<file path="config.mk">
export PLATFORM = sky130hd
export DESIGN_NAME = npc_unit
export DESIGN_NICKNAME = d
export VERILOG_FILES = /design/src/rtl/npc_pkg.sv /design/src/rtl/npc_target.sv /design/src/rtl/npc_link.sv /design/src/rtl/npc_pend.sv /design/src/rtl/npc_unit.sv
export SDC_FILE = /design/constraint.sdc
export NUM_CORES = 1
export LEC_CHECK = 0
export ABC_AREA = 1
export ABC_CLOCK_PERIOD_IN_PS = 5750
export CORE_UTILIZATION = 25
export CTS_CLUSTER_DIAMETER = 30
export DETAILED_ROUTE_END_ITERATION = 10
export PLACE_DENSITY = 0.52
export SETUP_SLACK_MARGIN = 0.4
export SLEW_MARGIN = 20
export SYNTH_ARGS = -nofsm -noshare
export SYNTH_HDL_FRONTEND = slang
export SYNTH_HIERARCHICAL = 1
export SYNTH_SLANG_ARGS = --single-unit
</file>
<file path="constraint.sdc">
create_clock -name clk_i -period 5.75 [get_ports clk_i]
set_clock_uncertainty 0.05 [all_clocks]
set_input_delay 0.8625 -clock clk_i [delete_from_list [all_inputs] [get_ports clk_i]]
set_output_delay 0.8625 -clock clk_i [all_outputs]
set_load 0.01 [all_outputs]
</file>
<file path="src/rtl/npc_pkg.sv">
package npc_pkg;
  typedef enum logic [2:0] {
    CTL_NONE = 3'd0,
    CTL_J    = 3'd1,
    CTL_JAL  = 3'd2,
    CTL_JALX = 3'd3,
    CTL_JR   = 3'd4,
    CTL_JALR = 3'd5,
    CTL_BR   = 3'd6,
    CTL_BRL  = 3'd7
  } ctl_e;
endpackage

</file>
<file path="src/rtl/npc_target.sv">
module npc_target
  import npc_pkg::*;
#(
  parameter int XLEN    = 64,
  parameter int JFIELD_W = 26,
  parameter int OFF_W   = 16
) (
  input  logic [XLEN-1:0]     pc_i,
  input  ctl_e                ctl_i,
  input  logic [JFIELD_W-1:0] jtgt_i,
  input  logic [OFF_W-1:0]    off_i,
  input  logic [XLEN-1:0]     rs_val_i,
  input  logic                cond_i,
  output logic [XLEN-1:0]     tgt_o,
  output logic                null_o,
  output logic                tog_o,
  output logic                xfer_o
);
  localparam int HI_W  = 4;
  localparam int MID_W = XLEN - HI_W - JFIELD_W - 2;
  localparam int EXT_W = XLEN - OFF_W - 2;

  logic [XLEN-1:0] pc4, pc8, jabs, boff, btgt;

  assign pc4  = pc_i + XLEN'(4);
  assign pc8  = pc_i + XLEN'(8);
  assign jabs = {pc4[XLEN-1 -: HI_W], {MID_W{1'b0}}, jtgt_i, 2'b00};
  assign boff = {{EXT_W{off_i[OFF_W-1]}}, off_i, 2'b00};
  assign btgt = pc4 + boff;

  always_comb begin
    tgt_o  = pc8;
    null_o = 1'b0;
    tog_o  = 1'b0;
    xfer_o = 1'b1;
    unique case (ctl_i)
      CTL_J, CTL_JAL: tgt_o = jabs;
      CTL_JALX: begin
        tgt_o = jabs;
        tog_o = 1'b1;
      end
      CTL_JR, CTL_JALR: tgt_o = rs_val_i;
      CTL_BR:  tgt_o = cond_i ? btgt : pc8;
      CTL_BRL: begin
        tgt_o  = cond_i ? btgt : pc8;
        null_o = ~cond_i;
      end
      default: xfer_o = 1'b0;
    endcase
  end
endmodule

</file>
<file path="src/rtl/npc_link.sv">
module npc_link
  import npc_pkg::*;
#(
  parameter int XLEN     = 64,
  parameter int REG_W    = 5,
  parameter int LINK_REG = 31
) (
  input  logic             accept_i,
  input  ctl_e             ctl_i,
  input  logic [REG_W-1:0] rd_idx_i,
  input  logic [XLEN-1:0]  pc_i,
  output logic             we_o,
  output logic [REG_W-1:0] idx_o,
  output logic [XLEN-1:0]  val_o
);
  always_comb begin
    we_o  = 1'b0;
    idx_o = REG_W'(LINK_REG);
    if (accept_i) begin
      unique case (ctl_i)
        CTL_JAL, CTL_JALX: we_o = 1'b1;
        CTL_JALR: begin
          we_o  = 1'b1;
          idx_o = rd_idx_i;
        end
        default: we_o = 1'b0;
      endcase
    end
  end

  // return address skips the delay slot
  assign val_o = pc_i + XLEN'(8);
endmodule

</file>
<file path="src/rtl/npc_pend.sv">
module npc_pend #(
  parameter int XLEN = 64
) (
  input  logic            clk_i,
  input  logic            rst_ni,
  input  logic            arm_i,
  input  logic            fire_i,
  input  logic [XLEN-1:0] tgt_i,
  input  logic            null_i,
  input  logic            tog_i,
  output logic            vld_o,
  output logic [XLEN-1:0] tgt_o,
  output logic            null_o,
  output logic            tog_o
);
  always_ff @(posedge clk_i or negedge rst_ni) begin
    if (!rst_ni) begin
      vld_o  <= 1'b0;
      tgt_o  <= '0;
      null_o <= 1'b0;
      tog_o  <= 1'b0;
    end else if (arm_i) begin
      vld_o  <= 1'b1;
      tgt_o  <= tgt_i;
      null_o <= null_i;
      tog_o  <= tog_i;
    end else if (fire_i) begin
      vld_o  <= 1'b0;
      null_o <= 1'b0;
      tog_o  <= 1'b0;
    end
  end
endmodule

</file>
<file path="src/rtl/npc_unit.sv">
module npc_unit
  import npc_pkg::*;
#(
  parameter int              XLEN     = 64,
  parameter int              REG_W    = 5,
  parameter int              LINK_REG = 31,
  parameter logic [XLEN-1:0] RESET_PC = '0
) (
  input  logic             clk_i,
  input  logic             rst_ni,
  input  logic             adv_i,
  input  logic [2:0]       ctl_i,
  input  logic [25:0]      jtgt_i,
  input  logic [15:0]      off_i,
  input  logic [XLEN-1:0]  rs_val_i,
  input  logic [REG_W-1:0] rd_idx_i,
  input  logic             cond_i,
  output logic [XLEN-1:0]  pc_o,
  output logic             mode_o,
  output logic             nullify_o,
  output logic             link_we_o,
  output logic [REG_W-1:0] link_idx_o,
  output logic [XLEN-1:0]  link_val_o
);
  ctl_e            ctl;
  logic [XLEN-1:0] pc_q, new_tgt, pend_tgt;
  logic            new_null, new_tog, is_xfer;
  logic            slot_q, pend_null, pend_tog;
  logic            accept, fire, arm;
  logic            mode_q;

  assign ctl    = ctl_e'(ctl_i);
  assign accept = adv_i & ~slot_q;
  assign fire   = adv_i & slot_q;
  assign arm    = accept & is_xfer;

  npc_target #(.XLEN(XLEN)) u_tgt (
    .pc_i    (pc_q),
    .ctl_i   (ctl),
    .jtgt_i  (jtgt_i),
    .off_i   (off_i),
    .rs_val_i(rs_val_i),
    .cond_i  (cond_i),
    .tgt_o   (new_tgt),
    .null_o  (new_null),
    .tog_o   (new_tog),
    .xfer_o  (is_xfer)
  );

  npc_pend #(.XLEN(XLEN)) u_pend (
    .clk_i (clk_i),
    .rst_ni(rst_ni),
    .arm_i (arm),
    .fire_i(fire),
    .tgt_i (new_tgt),
    .null_i(new_null),
    .tog_i (new_tog),
    .vld_o (slot_q),
    .tgt_o (pend_tgt),
    .null_o(pend_null),
    .tog_o (pend_tog)
  );

  npc_link #(.XLEN(XLEN), .REG_W(REG_W), .LINK_REG(LINK_REG)) u_link (
    .accept_i(accept),
    .ctl_i   (ctl),
    .rd_idx_i(rd_idx_i),
    .pc_i    (pc_q),
    .we_o    (link_we_o),
    .idx_o   (link_idx_o),
    .val_o   (link_val_o)
  );

  always_ff @(posedge clk_i or negedge rst_ni) begin
    if (!rst_ni) begin
      pc_q   <= RESET_PC;
      mode_q <= 1'b0;
    end else if (adv_i) begin
      pc_q <= fire ? pend_tgt : pc_q + XLEN'(4);
      if (fire && pend_tog) mode_q <= ~mode_q;
    end
  end

  assign pc_o      = pc_q;
  assign mode_o    = mode_q;
  assign nullify_o = slot_q & pend_null;
endmodule

</file>
==> run_results.csv <==
group,metric,value,unit
clock_tree,numCtsBuffers,17,
timing,whs,418.0,ps
drt,drc,0,
timing,worst_slew_pin_slew,1074,ps
min_path,min_path_cells,2,
die,pin_count,254,
synthesis,yosys.area_share.simple,50.80,%
global_routing,grt_first_pass_wirelength,148400,um
synthesis,syn_area_per_cell,5.576,um^2
global_routing,antenna_found_initial,0,
clock_tree,cts_root_buffer,"clkbuf_16",
die,die_y,281.1,um
drt,dr.pass1.iters,6,
clock_tree,clock_latency,450,ps
min_path,hold_start,"u_pend/null_o$_DFFE_PN0P_",
synthesis,synthArstFlopShare,100.0,%
setup_path,end_kind,"register",
clock_tree,cts_tree,"done",
synthesis,yosys_warnings,6,
layout,layout_common_cells,"nand2_1 (1368), inv_1 (428), nor2_1 (424)",
timing,period_share,85.65,%
synthesis,yosys.area_share.adder,4.536,%
flow_run,drv_cap,0,
min_path,min_path_type,"register to register",
timing,maxSlewHeadroom,28.35,%
layout,drive_gt1_share,7.583,%
setup_path,worstSetupPathType,"register to register",
die,rows,101,
clock_tree,post_cts_buffers,0,
die,dieWidth,281.1,um
global_routing,overflow,0,
synthesis,synth_compound_area_share,9.598,%
power_and_ir_drop,ir_drop,0.0002003,V
layout,final_common_cell,"nand2_1",
global_routing,grt_usage,25.52,%
drt,postRouteAntennaNets,0,
setup_path,r2r_cells,23,
timing,setup_viol,0,
timing,final.min_clock_period,4925,ps
synthesis,netlist_area,19480,um^2
layout,area_growth,23.97,%
clock_tree,htree_num_levels,4,
global_routing,grt_pass1_vias,22710,
drt,drt-initial-drc-count,2440,
synthesis,seq_area_frac_synth,16.96,%
timing,finalHoldViolCount,0,
timing,max_freq,203.0,MHz
die,start_util,25.47,%
synthesis,synth_cell_type_count,58,
synthesis,synth-seq-cells,132,
die,coreArea,76450,um^2
layout,antenna_cells,0,
clock_tree,cts.sinks,132,
setup_path,worstSetupStartpointType,"register",
global_routing,grt_max_degree,86,
setup_path,required,6040,ps
synthesis,synth_xor_xnor_area_share,7.587,%
setup_path,critPathLaunch,"pc_o[10]$_DFFE_PN0P_",
synthesis,synth_top_family_by_area,"simple AND/OR/NAND/NOR gates",
setup_path,arrival,5210,ps
synthesis,synthMuxAreaShare,0,%
drt,finalWirelength,102300,um
power_and_ir_drop,p_per_area,415.8,nW/um^2
clock_tree,cts_hold_buffers,0,
clock_tree,cts.clk_slew.worst_paths,70,ps
synthesis,netlist_instances,3493,
drt,avgRoutedWirePerCell,21.24,um
timing,rsz0062_at_grt,"false",
drt,vias,23870,
setup_path,r2r-start,"pc_o[10]$_DFFE_PN0P_",
synthesis,syn_nets,3681,
synthesis,synth_edf_count,0,
setup_path,rrSetupSlack,830,ps
power_and_ir_drop,p_leak,11.35,nW
clock_tree,cts_buffer_depth,2,
placement,port_buffers,253,
placement,hpwl,83760,um
placement,dp.cells,4783,
setup_path,worstPathMaxFanout,12,
timing,tns,0,ps
layout,fill_cells,8665,
die,dieArea,79030,um^2
placement,gp_congestion,1.002,
synthesis,synth-main-ff-cell,"dfrtp_1",
timing,drv_slew,0,
layout,nNetsFinal,3960,
layout,layoutNonFillerInstCount,4815,
drt,avgViaCountPerCell,4.957,
outcome,outcome,"finished, final reports clean",
clock_tree,cts_resized,0,
through the flow:
stage                     total power, mW  setup WS [ps]  cell area, um^2  utilization (%)
after floorplan                     5.549           2260            19480                -
final                               10.04          825.0            24140            31.58
after detailed placement            8.720           1090            23530            30.78
after global placement              8.747           1059            23530            30.78
after global routing                10.71          582.9            24140            31.58
after CTS                           9.922           1065            24140            31.58
per-layer routing:
| metal | share of wire [%] | up-vias | track usage [%] |
|---|---|---|---|
| li1 | - | 11497 | - |
| met1 | 43 | 11131 | 33.43 |
| met2 | 46 | 1058 | 42.46 |
| met3 | 6.5 | 184 | 1.870 |
| met4 | 4.9 | 0 | 11.85 |
| met5 | 0 | - | 0 |
sequential cells by signal, indices dropped and copies added (netlist names):
register and flops:
u_pend/tgt_o 64, u_pend/tog_o 1, pc_o 64, mode_o 1, u_pend/vld_o 1, u_pend/null_o 1
final timing paths:
kind	to
max in group asynchronous	u_pend/tgt_o[35]$_DFFE_PN0P_
min in group asynchronous	u_pend/tgt_o[9]$_DFFE_PN0P_
min reg2reg	u_pend/null_o$_DFFE_PN0P_
min	u_pend/null_o$_DFFE_PN0P_
max	u_pend/tgt_o[56]$_DFFE_PN0P_
max reg2reg	u_pend/tgt_o[56]$_DFFE_PN0P_
critical path, cell delays in order (launching register included):
cell and delay [ps]:
dfrtp_1 800, nand2_1 230, nor2_1 200, nand2_1 130, nor2_4 260, nand2_1 140
inv_1 210, nand2_1 110, xor2_1 190, a21oi_1 330, ha_1 370, nand2_1 100
nand2_1 100, a21oi_1 250, a21boi_0 340, nand2_1 150, a21oi_1 190, nand2_1 70
nand2_1 60, nand3_1 130, nand2_1 110, nand3_1 120, nand2_1 120, nand2_1 60
area by class of cell:
type / count / area, um^2 / area share [%]
timing repair buffer: 328 / 3087 / 12.78
clock buffer: 21 / 460.4 / 1.907
inverter: 454 / 1705 / 7.063
multi-input combinational: 2839 / 14150 / 58.60
tap: 1030 / 1289 / 5.338
clock inverter: 11 / 151.4 / 0.6270
sequential: 132 / 3303 / 13.68
where the power goes:
group	internal [mW]	switching [mW]	total, mW
clock network	0.707	0.458	1.17
registers	1.31	0.662	1.98
logic	2.44	4.46	6.90
Yosys cell counts, types with 32 or more instances:
cell | number | area, um^2
nand4_1 | 50 | 312.8
xor2_1 | 113 | 989.7
a21oi_1 | 107 | 535.5
dfrtp_1 | 132 | 3303
nand2_1 | 1368 | 5135
clkbuf_1 | 34 | 127.6
nand3_1 | 230 | 1151
nand2_2 | 42 | 262.8
inv_1 | 428 | 1607
ha_1 | 69 | 863.3
o21bai_1 | 37 | 277.8
nor3_1 | 35 | 175.2
nor2_2 | 32 | 200.2
xnor2_1 | 52 | 455.4
o21ai_0 | 69 | 345.3
nor2_1 | 428 | 1607
cells by family after synthesis:
| family | after synthesis |
|---|---|
| AO/OA/AOI/OAI | 309 |
| XOR/XNOR | 167 |
| adder cells (fa/ha/maj) | 70 |
| buffers and inverters | 522 |
| flip-flops | 132 |
| AND/OR/NAND/NOR | 2293 |
Power figures use the tool's default switching activity.
